[src/rtl/uwe_pkg.sv]
`timescale 1ns/1ps
package uwe_pkg;

  typedef enum logic [3:0] {
    ST_IDLE,
    ST_OPC,
    ST_ADDR,
    ST_DATA,
    ST_WFULL,
    ST_SKIP,
    ST_READ,
    ST_BUSY,
    ST_READY
  } eng_state_e;

  localparam logic [1:0] OP_EXT   = 2'b00;
  localparam logic [1:0] OP_WRITE = 2'b01;
  localparam logic [1:0] OP_READ  = 2'b10;

  localparam logic [1:0] EXT_ENABLE  = 2'b11;
  localparam logic [1:0] EXT_DISABLE = 2'b00;

endpackage

[src/rtl/uwe_pin_sync.sv]
`timescale 1ns/1ps
module uwe_pin_sync #(
  parameter int STAGES = 2
) (
  input  logic clk,
  input  logic rst_n,
  input  logic cs_i,
  input  logic sk_i,
  input  logic di_i,
  output logic rst_sync_n,
  output logic cs_s,
  output logic di_s,
  output logic sk_rise
);

  localparam int NPINS = 3;

  logic [STAGES-1:0] rst_pipe_q;
  logic [NPINS-1:0]  pins_raw;
  logic [NPINS-1:0]  pins_s;
  logic              sk_prev_q;

  assign pins_raw = {cs_i, sk_i, di_i};

  // reset: asserted asynchronously, released through the pipe
  always_ff @(posedge clk or negedge rst_n) begin
    if (!rst_n) rst_pipe_q <= '0;
    else        rst_pipe_q <= {rst_pipe_q[STAGES-2:0], 1'b1};
  end
  assign rst_sync_n = rst_pipe_q[STAGES-1];

  for (genvar p = 0; p < NPINS; p++) begin : g_pin
    logic [STAGES-1:0] pipe_q;
    always_ff @(posedge clk or negedge rst_n) begin
      if (!rst_n) pipe_q <= '0;
      else        pipe_q <= {pipe_q[STAGES-2:0], pins_raw[p]};
    end
    assign pins_s[p] = pipe_q[STAGES-1];
  end

  always_ff @(posedge clk or negedge rst_n) begin
    if (!rst_n) sk_prev_q <= 1'b0;
    else        sk_prev_q <= pins_s[1];
  end

  assign cs_s    = pins_s[2];
  assign di_s    = pins_s[0];
  assign sk_rise = pins_s[1] & ~sk_prev_q;

endmodule

[src/rtl/uwe_word_store.sv]
`timescale 1ns/1ps
module uwe_word_store #(
  parameter int AW = 6,
  parameter int DW = 16
) (
  input  logic          clk,
  input  logic          we,
  input  logic [AW-1:0] waddr,
  input  logic [DW-1:0] wdata,
  input  logic [AW-1:0] raddr,
  output logic [DW-1:0] rdata
);

  localparam int WORDS = 1 << AW;

  logic [DW-1:0] mem_q [WORDS];

  always_ff @(posedge clk) begin
    if (we) mem_q[waddr] <= wdata;
  end

  assign rdata = mem_q[raddr];

endmodule

[src/rtl/uwe_cmd_engine.sv]
`timescale 1ns/1ps
module uwe_cmd_engine
  import uwe_pkg::*;
#(
  parameter int AW            = 6,
  parameter int DW            = 16,
  parameter int TWRITE_CYCLES = 20000
) (
  input  logic          clk,
  input  logic          rst_n,
  input  logic          cs_s,
  input  logic          di_s,
  input  logic          sk_rise,
  input  logic [DW-1:0] rd_data,
  output logic [AW-1:0] rd_addr,
  output logic          mem_we,
  output logic [AW-1:0] mem_waddr,
  output logic [DW-1:0] mem_wdata,
  output logic          do_o,
  output logic          do_oe_o
);

  localparam int CNT_W = $clog2(TWRITE_CYCLES + 1);
  localparam int BIT_W = $clog2(DW + 1);
  localparam logic [CNT_W-1:0] TW_LOAD = CNT_W'(TWRITE_CYCLES - 1);
  localparam logic [BIT_W-1:0] OPC_LAST  = BIT_W'(1);
  localparam logic [BIT_W-1:0] ADDR_LAST = BIT_W'(AW - 1);
  localparam logic [BIT_W-1:0] DATA_LAST = BIT_W'(DW - 1);

  eng_state_e        st_q, st_d;
  logic [BIT_W-1:0]  bit_q, bit_d;
  logic [1:0]        opc_q, opc_d;
  logic [AW-1:0]     addr_q, addr_d;
  logic [DW-1:0]     sh_q, sh_d;
  logic              wen_q, wen_d;
  logic [CNT_W-1:0]  tw_q, tw_d;
  logic              dout_q, dout_d;
  logic [AW-1:0]     addr_shift;

  assign addr_shift = {addr_q[AW-2:0], di_s};
  assign rd_addr    = addr_shift;

  always_comb begin
    st_d   = st_q;
    bit_d  = bit_q;
    opc_d  = opc_q;
    addr_d = addr_q;
    sh_d   = sh_q;
    wen_d  = wen_q;
    tw_d   = tw_q;
    dout_d = dout_q;
    mem_we = 1'b0;
    if (st_q == ST_BUSY) begin
      if (tw_q == '0) begin
        mem_we = 1'b1;
        st_d   = cs_s ? ST_READY : ST_IDLE;
      end else begin
        tw_d = tw_q - 1'b1;
      end
    end else if (!cs_s) begin
      if (st_q == ST_WFULL && wen_q) begin
        st_d = ST_BUSY;
        tw_d = TW_LOAD;
      end else begin
        st_d = ST_IDLE;
      end
    end else if (sk_rise) begin
      case (st_q)
        ST_IDLE, ST_READY: begin
          if (di_s) begin
            st_d  = ST_OPC;
            bit_d = '0;
          end
        end
        ST_OPC: begin
          opc_d = {opc_q[0], di_s};
          bit_d = bit_q + 1'b1;
          if (bit_q == OPC_LAST) begin
            st_d  = ST_ADDR;
            bit_d = '0;
          end
        end
        ST_ADDR: begin
          addr_d = addr_shift;
          bit_d  = bit_q + 1'b1;
          if (bit_q == ADDR_LAST) begin
            bit_d = '0;
            case (opc_q)
              OP_READ: begin
                st_d   = ST_READ;
                sh_d   = rd_data;
                dout_d = 1'b0;
              end
              OP_WRITE: st_d = ST_DATA;
              OP_EXT: begin
                if (addr_shift[AW-1 -: 2] == EXT_ENABLE)       wen_d = 1'b1;
                else if (addr_shift[AW-1 -: 2] == EXT_DISABLE) wen_d = 1'b0;
                st_d = ST_SKIP;
              end
              default: st_d = ST_SKIP;
            endcase
          end
        end
        ST_DATA: begin
          sh_d  = {sh_q[DW-2:0], di_s};
          bit_d = bit_q + 1'b1;
          if (bit_q == DATA_LAST) st_d = ST_WFULL;
        end
        ST_READ: begin
          dout_d = sh_q[DW-1];
          sh_d   = {sh_q[DW-2:0], 1'b0};
        end
        default: ;
      endcase
    end
  end

  always_ff @(posedge clk or negedge rst_n) begin
    if (!rst_n) begin
      st_q   <= ST_IDLE;
      bit_q  <= '0;
      opc_q  <= '0;
      addr_q <= '0;
      sh_q   <= '0;
      wen_q  <= 1'b0;
      tw_q   <= '0;
      dout_q <= 1'b0;
    end else begin
      st_q   <= st_d;
      bit_q  <= bit_d;
      opc_q  <= opc_d;
      addr_q <= addr_d;
      sh_q   <= sh_d;
      wen_q  <= wen_d;
      tw_q   <= tw_d;
      dout_q <= dout_d;
    end
  end

  assign mem_waddr = addr_q;
  assign mem_wdata = sh_q;
  assign do_oe_o   = cs_s & ((st_q == ST_READ) | (st_q == ST_BUSY) | (st_q == ST_READY));
  assign do_o      = (st_q == ST_READ) ? dout_q : (st_q == ST_READY);


  busy_hold_chk: assert property (@(posedge clk) disable iff (!rst_n)
    (st_q == ST_BUSY && tw_q != '0) |=> (st_q == ST_BUSY));


  wen_gate_chk: assert property (@(posedge clk) disable iff (!rst_n)
    mem_we |-> wen_q);


  wen_edge_chk: assert property (@(posedge clk) disable iff (!rst_n)
    !sk_rise |=> $stable(wen_q));


  commit_start_chk: assert property (@(posedge clk) disable iff (!rst_n)
    (st_q == ST_WFULL && !cs_s && wen_q) |=> (st_q == ST_BUSY));


  abort_drop_chk: assert property (@(posedge clk) disable iff (!rst_n)
    (st_q == ST_DATA && !cs_s) |=> (st_q == ST_IDLE));

endmodule

[src/rtl/uwire_eeprom_slave.sv]
`timescale 1ns/1ps
module uwire_eeprom_slave #(
  parameter int ADDR_BITS     = 6,
  parameter int DATA_BITS     = 16,
  parameter int TWRITE_CYCLES = 20000,
  parameter int SYNC_STAGES   = 2
) (
  input  logic clk,
  input  logic rst_n,
  input  logic cs_i,
  input  logic sk_i,
  input  logic di_i,
  output logic do_o,
  output logic do_oe_o
);

  logic                 rst_sync_n;
  logic                 cs_s;
  logic                 di_s;
  logic                 sk_rise;
  logic [ADDR_BITS-1:0] rd_addr;
  logic [DATA_BITS-1:0] rd_data;
  logic                 mem_we;
  logic [ADDR_BITS-1:0] mem_waddr;
  logic [DATA_BITS-1:0] mem_wdata;

  uwe_pin_sync #(.STAGES(SYNC_STAGES)) u_sync (
    .clk        (clk),
    .rst_n      (rst_n),
    .cs_i       (cs_i),
    .sk_i       (sk_i),
    .di_i       (di_i),
    .rst_sync_n (rst_sync_n),
    .cs_s       (cs_s),
    .di_s       (di_s),
    .sk_rise    (sk_rise)
  );

  uwe_cmd_engine #(
    .AW            (ADDR_BITS),
    .DW            (DATA_BITS),
    .TWRITE_CYCLES (TWRITE_CYCLES)
  ) u_engine (
    .clk       (clk),
    .rst_n     (rst_sync_n),
    .cs_s      (cs_s),
    .di_s      (di_s),
    .sk_rise   (sk_rise),
    .rd_data   (rd_data),
    .rd_addr   (rd_addr),
    .mem_we    (mem_we),
    .mem_waddr (mem_waddr),
    .mem_wdata (mem_wdata),
    .do_o      (do_o),
    .do_oe_o   (do_oe_o)
  );

  uwe_word_store #(.AW(ADDR_BITS), .DW(DATA_BITS)) u_store (
    .clk   (clk),
    .we    (mem_we),
    .waddr (mem_waddr),
    .wdata (mem_wdata),
    .raddr (rd_addr),
    .rdata (rd_data)
  );


  cs_low_hiz_chk: assert property (@(posedge clk) disable iff (!rst_sync_n)
    !cs_s |-> !do_oe_o);

endmodule

[config.mk]
export PLATFORM = sky130hd
export DESIGN_NAME = uwire_eeprom_slave
export DESIGN_NICKNAME = d
export VERILOG_FILES = /design/src/rtl/uwe_pkg.sv /design/src/rtl/uwe_pin_sync.sv /design/src/rtl/uwe_word_store.sv /design/src/rtl/uwe_cmd_engine.sv /design/src/rtl/uwire_eeprom_slave.sv
export SDC_FILE = /design/constraint.sdc
export NUM_CORES = 1
export LEC_CHECK = 0
export BUFFER_PORTS_ARGS = -buffer_cell sky130_fd_sc_hd__buf_2
export CAP_MARGIN = 20
export CORE_ASPECT_RATIO = 0.75
export CORE_MARGIN = 3
export CORE_UTILIZATION = 65
export DETAILED_ROUTE_END_ITERATION = 8
export HOLD_SLACK_MARGIN = 0.1
export PLACE_DENSITY = 0.81
export SLEW_MARGIN = 20
export SYNTH_ARGS = -nofsm -noshare
export SYNTH_HDL_FRONTEND = slang
export SYNTH_SLANG_ARGS = --single-unit
[constraint.sdc]
create_clock -name clk -period 3.1 [get_ports clk]
set_clock_uncertainty 0.05 [all_clocks]
set_input_delay 0.31 -clock clk [delete_from_list [all_inputs] [get_ports clk]]
set_output_delay 0.31 -clock clk [all_outputs]
set_load 0.005 [all_outputs]
After elaboration in Yosys (flattened, before gate mapping):

Memories as Yosys holds them, arrays and structs flattened.
Index checks and enable logic that the tools add are counted.

* register bits after elaboration: 59
* RAM bits: 1024
* input bits: 5
* output and inout port bits: 2
* logic and storage cells: 99
* memories kept: 1

* add/sub/neg operators: 2
* eq/ne operators: 25
* mux-type cells: 33
* bitwise logic cells: 6
* reductions and logical operators: 19

Memories
* u_store.mem_q: words 64, width 16, read ports 1, clocked after memory_dff 0, write ports 1, RTL line uwe_word_store.sv:16 `logic [DW-1:0] mem_q [WORDS];`

Operators with widths (count)
* 15-bit two-way mux: 4
* 16-bit case mux with 3 select lines: 1
* 4-bit two-way mux: 9
* 16-bit two-way mux: 2
* 5-bit case mux with 4 select lines: 1
* 4-bit case mux with 4 select lines: 1
* 15-bit zero test: 1
* 5-bit two-way mux: 3
* 15-bit by 1-bit subtractor with 15-bit output, second input constant: 1
* 7-bit AND reduction: 2
* 4-bit by 3-bit equality test with 1-bit output, second input constant: 3
* 4-bit by 2-bit inequality test with 1-bit output, second input constant: 3
* 6-bit AND reduction: 2
* 1-bit two-way mux: 9
* 4-bit by 2-bit equality test with 1-bit output, second input constant: 2
* 2-bit inequality test, second input constant: 4
* 4-bit AND reduction: 2
* 6-bit by 1-bit inequality test with 1-bit output, second input constant: 1
* 3-bit case mux with 2 select lines: 1
* 2-bit nonzero test: 3
* 5-bit by 1-bit adder with 5-bit output, second input constant: 1
* 5-bit by 1-bit equality test with 1-bit output, second input constant: 1
* 5-bit by 3-bit equality test with 1-bit output, second input constant: 1
* 5-bit by 4-bit equality test with 1-bit output, second input constant: 1
* 20 further kinds: 26

Logic depth before layout (Yosys ltp):

* word-level depth: 7
* depth in mapped cells: 11
* depth with buffers taken out: 8

Modules after synthesis:

Synthesis repeated with hierarchy kept, for this count alone.

* cell total of the unflattened synthesis: 2114
* area, all modules: 42951.2 um2

Modules (own cells, without submodules)
* uwe_word_store: times used 1, cells each 1813, area an instance 39721.8 um2, sequential area each 30749.5 um2
* uwe_cmd_engine: times used 1, cells each 290, area an instance 2986.6 um2, sequential area each 1251.2 um2
* uwe_pin_sync: times used 1, cells each 11, area an instance 242.7 um2, sequential area each 225.2 um2

Worst setup path after synthesis:

OpenSTA, ideal clock, no wires.

* path kind: register to register
* start: register u_engine.addr_q[0] (netlist: u_engine.mem_waddr[0])
* end: memory u_store.mem_q[63][0] (enable)
* setup time: 0.389 ns
* arrival: 2.516 ns
* data required time: 2.661 ns
* setup slack: 0.146 ns
* stages on the path, launching flop included: 8
* path buffers: 4
* period minus slack after synthesis: 2.954 ns
* cells stage by stage: dfrtp_1 > buf_2 > buf_4 > clkbuf_1 > buf_2 > and4_1 > nand2_1 > nor2_1

RTL lines
* start: declaration: RTL line uwe_cmd_engine.sv:33 `logic [AW-1:0] addr_q, addr_d;`
* start signal: assignment: RTL line uwe_cmd_engine.sv:132 `addr_q <= addr_d;`
* end: declaration: RTL line uwe_word_store.sv:16

No word-level cell before the write port.

Worst setup path in the final report:

* start: register u_engine.tw_q[6]
* end: memory u_store.mem_q[50][2] (enable)

* cells in the longest elaborated chain, start to end: 5

RTL lines
* start: declaration: RTL line uwe_cmd_engine.sv:36 `logic [CNT_W-1:0] tw_q, tw_d;`
* start signal: assignment: RTL line uwe_cmd_engine.sv:135 `tw_q <= tw_d;`
* 15-bit zero test: RTL line uwe_cmd_engine.sv:54 `if (tw_q == '0) begin`
* 1-bit two-way mux: RTL line uwe_cmd_engine.sv:54
* 1-bit two-way mux: RTL line uwe_cmd_engine.sv:53 `if (st_q == ST_BUSY) begin`
* 1-bit two-way mux: RTL line uwe_word_store.sv:19 `if (we) mem_q[waddr] <= wdata;`
* 1-bit two-way mux (not written as such): RTL line uwe_word_store.sv:19

Every way passes these cells.

==> out/qor.yml <==
status: "finished, final reports clean"
timing_max_transition_violations_final: 0
layout_fillers: 3369
layout.cells.most_common: "edfxtp_1"
critical-path-max-stage-delay_ns: 0.68
gp_congestion: 0.901
crit_path_cell_trace: "or4_1 > nor3_4 > and4b_1 > nand2_1 > buf_4 > nor2_1 > buf_4"
die_area_um2: 68400
synth_top_family_by_area: "multiplexers"
tns_ns: 0
total_of_buffers_placed_on_input_and_output_ports: 6
layout_common_cells: "1024 x edfxtp_1, 190 x mux4_2, 165 x buf_4, 136 x mux2i_1, 96 x clkbuf_16"
chipWidth_um: 301
total_number_of_h_tree_levels: 3
route.detailed.vias_per_inst: 7.07
setup.worst_path.end_class: "register"
route.vias.total: 23016
post-synth-top-area-cell: "edfxtp_1"
critical-path-top-cell-by-count: "buf_4"
timing.max_slew.rel_slack_pct: 25.8
grtUsageTotal_pct: 31.9
detail_route.wl_per_cell_um: 32.8
power.switching_mw: 9.10
clk_pin_slew_worst_paths_ns: 0.07
route.antenna.remaining_nets: 0
timing.hold.worst.class: "input port to register"
power.share.sequential_pct: 50.7
ioPinCount: 7
worstMarginPinSlew_ns: 1.11
floorplan.core_area_um2: 64100
p_total_mw: 34.5
crit_required_ns: 3.39
dpl.hpwl_um: 64500
final_hold_violating_endpoints: 0
post-route-cell-area_um2: 48200
async_flop_share_pct: 5.45
yosys.area_share.xor_xnor_pct: 0.145
fmax_mhz: 326
synth_simple_gate_area_share_pct: 3.16
grt_overflow_total: 0
power_density_nw_per_um2: 716
post-route-period-util_pct: 99.1
synth_compound_area_share_pct: 4.13
syn-mean-instance-area_um2: 19.9
synth_top_area_cells: "edfxtp_1 72%, mux4_2 10%, dfrtp_1 3.5%"
post_synth_mux_area_share_pct: 14.7
postSynthCellCount: 2128
post-route-min-period_ns: 3.07
max_cap_viols: 0
tritoncts_clock_tree: "built"
final_setup_vio_count: 0
synth_edf_count: 1024
maximum_fanout_along_the_worst_path: 12
route.final.wire_length_um: 107000
via_count_of_the_first_global_routing_pass: 22649
pin_count_of_the_biggest_net_entering_global_routing: 57
p_int_mw: 25.4
clock_sink_count: 1083
comb_power_share_pct: 14.3
initial_core_util_pct: 66.2
dpl_cell_area_um2: 44900
post_synth_fa_ha_maj_area_fraction_pct: 0.236
core.rowCount: 80
finish.net_count: 2329
post_detailed_route_drc_marker_count: 0
grt_pass1_wl_um: 155000
post_route_cells_drive_above_1_share_pct: 25.8
drtPass1Iterations: 5
kind_of_launch_point_of_the_worst_setup_path: "register"
clock_latency_ns: 0.66
cell_area_after_technology_mapping_um2: 42400
synth_top_area_share_pct: 72.5
synth_nets: 2141
ir_drop_mv: 0.571
p_sw_share_pct: 26.4
timing.hold.ws_ns: 0.266
worst_case_clock_buffer_depth: 3
chipHeight_um: 227
drt_iter0_drc: 3624
synth-seq-area-share_pct: 76.0
cts-buffers-inserted: 95
path_class: "register to register"
syn_to_final_growth_pct: 13.6
grt_antenna_before_repair: 1
yosys_most_used_dff: "edfxtp_1"
p_leak_nw: 14.9
clock-root-buffer: "clkbuf_16"
grt_setup_unrepaired: "false"
crit_slowest_cell: "or4_1"
synth-seq-cells: 1083
power.clock.fraction_pct: 34.9
synth.distinct_cells: 75
yosys_warnings: 0
worstPathArrival_ns: 3.36
## critical path, delay by kind of cell, from the launching register on
family	cells	cell delay (ns)
AND/OR/NAND/NOR	5	1.76
buffers and inverters	2	0.54
flip-flops	1	0.40
## power by group through the flow
stage | registers (mW) | clock network [mW] | logic (mW)
floorplan | 17.6 | 0 | 2.49
global placement | 17.7 | 0 | 4.53
detailed placement | 17.8 | 0 | 4.66
CTS | 17.5 | 12.1 | 4.72
global route | 17.5 | 12.7 | 5.09
finish | 17.5 | 12.1 | 4.94
## cell families (layout without fill, tap and decap cells)
family / count (synthesis) / after routing
flops: 1083 / 1083
compound gates: 223 / 223
other cells: 1 / 3
fa+ha+maj: 8 / 8
mux: 379 / 379
buf+inv: 145 / 411
xor+xnor: 7 / 7
simple gates: 282 / 282
## stage by stage
step / worst slack [ns] / utilization, % / std cells
finish: 0.0288 / 75.2 / 3257
global route: 0.00341 / 75.2 / 3255
CTS: -0.00691 / 75.1 / 3245
detailed placement: -0.0101 / 70.0 / 3064
global placement: -0.0122 / 70.0 / 3064
floorplan: 0.146 / - / 2128
## final timing paths
path | slack (ns) | end | startpoint | cells after the start
min in group asynchronous | 0.35 | u_engine.st_q[1]$_DFFE_PN0P_ | u_sync.rst_pipe_q[1]$_DFF_PN0_ | 0
max in group asynchronous | 1.89 | u_engine.tw_q[11]$_DFFE_PN0P_ | u_sync.rst_pipe_q[1]$_DFF_PN0_ | 1
worst min register to register | 0.31 | u_sync.g_pin[1].pipe_q[1]$_DFF_PN0_ | u_sync.g_pin[1].pipe_q[0]$_DFF_PN0_ | 0
worst min-delay path | 0.27 | u_sync.g_pin[2].pipe_q[0]$_DFF_PN0_ | cs_i | 2
worst max-delay path | 0.03 | u_store.mem_q[50][2]$_DFFE_PP_ | u_engine.tw_q[6]$_DFFE_PN0P_ | 7
worst max register to register | 0.03 | u_store.mem_q[50][2]$_DFFE_PP_ | u_engine.tw_q[6]$_DFFE_PN0P_ | 7
## timing repair
action                     4_1_cts  5_1_grt
hold endpoints to repair        12        0
gates resized for setup          0        7
buffers inserted                 1       10
setup endpoints to repair        4      167
hold buffers                     5        0
## layout make-up
cell class              instances  area (µm²)  area share (%)
flip-flops and latches       1083       32300            66.9
inverters                      22        82.6           0.171
clock inverters                54         621            1.29
diodes                          2        5.00          0.0104
clock buffers                 121        2540            5.26
repair buffers                214        2090            4.33
multi-input cells             900        9530            19.8
well taps                     861        1080            2.23
## Yosys cell counts (all sizes together) (7+ instances only)
master   number
mux4        190
ha            8
nand4        12
buf          64
xnor2         7
edfxtp     1024
a2111oi      17
a22o         10
o31ai         7
a22oi        27
nand2        81
nand3        33
clkbuf       59
a221o        10
and3          8
o22a          9
and2          9
dfrtp        59
mux2i       137
a221oi        9
a21oi        26
o221ai       34
nor2         88
inv          22
nor3         10
mux2         52
o22ai        11
o211ai       12
o21ai        17
## registers in the layout (all words and copies together) (netlist names), 2 cells and up
signal / count
u_engine.st_q: 4
u_engine.opc_q: 2
u_engine.mem_wdata: 16
u_sync.g_pin.pipe_q: 6
u_engine.mem_waddr: 6
u_engine.tw_q: 15
u_sync.rst_pipe_q: 2
u_store.mem_q: 1024
u_engine.bit_q: 5
## routing by layer
metal	track usage, %	part of all wire, %	routed length (µm)
met1	46.1	37	39600
met2	47.4	45	48400
met3	9.71	14	14900
met4	11.1	3.7	3980
met5	0	0	0
Power figures use the tool's default switching activity.
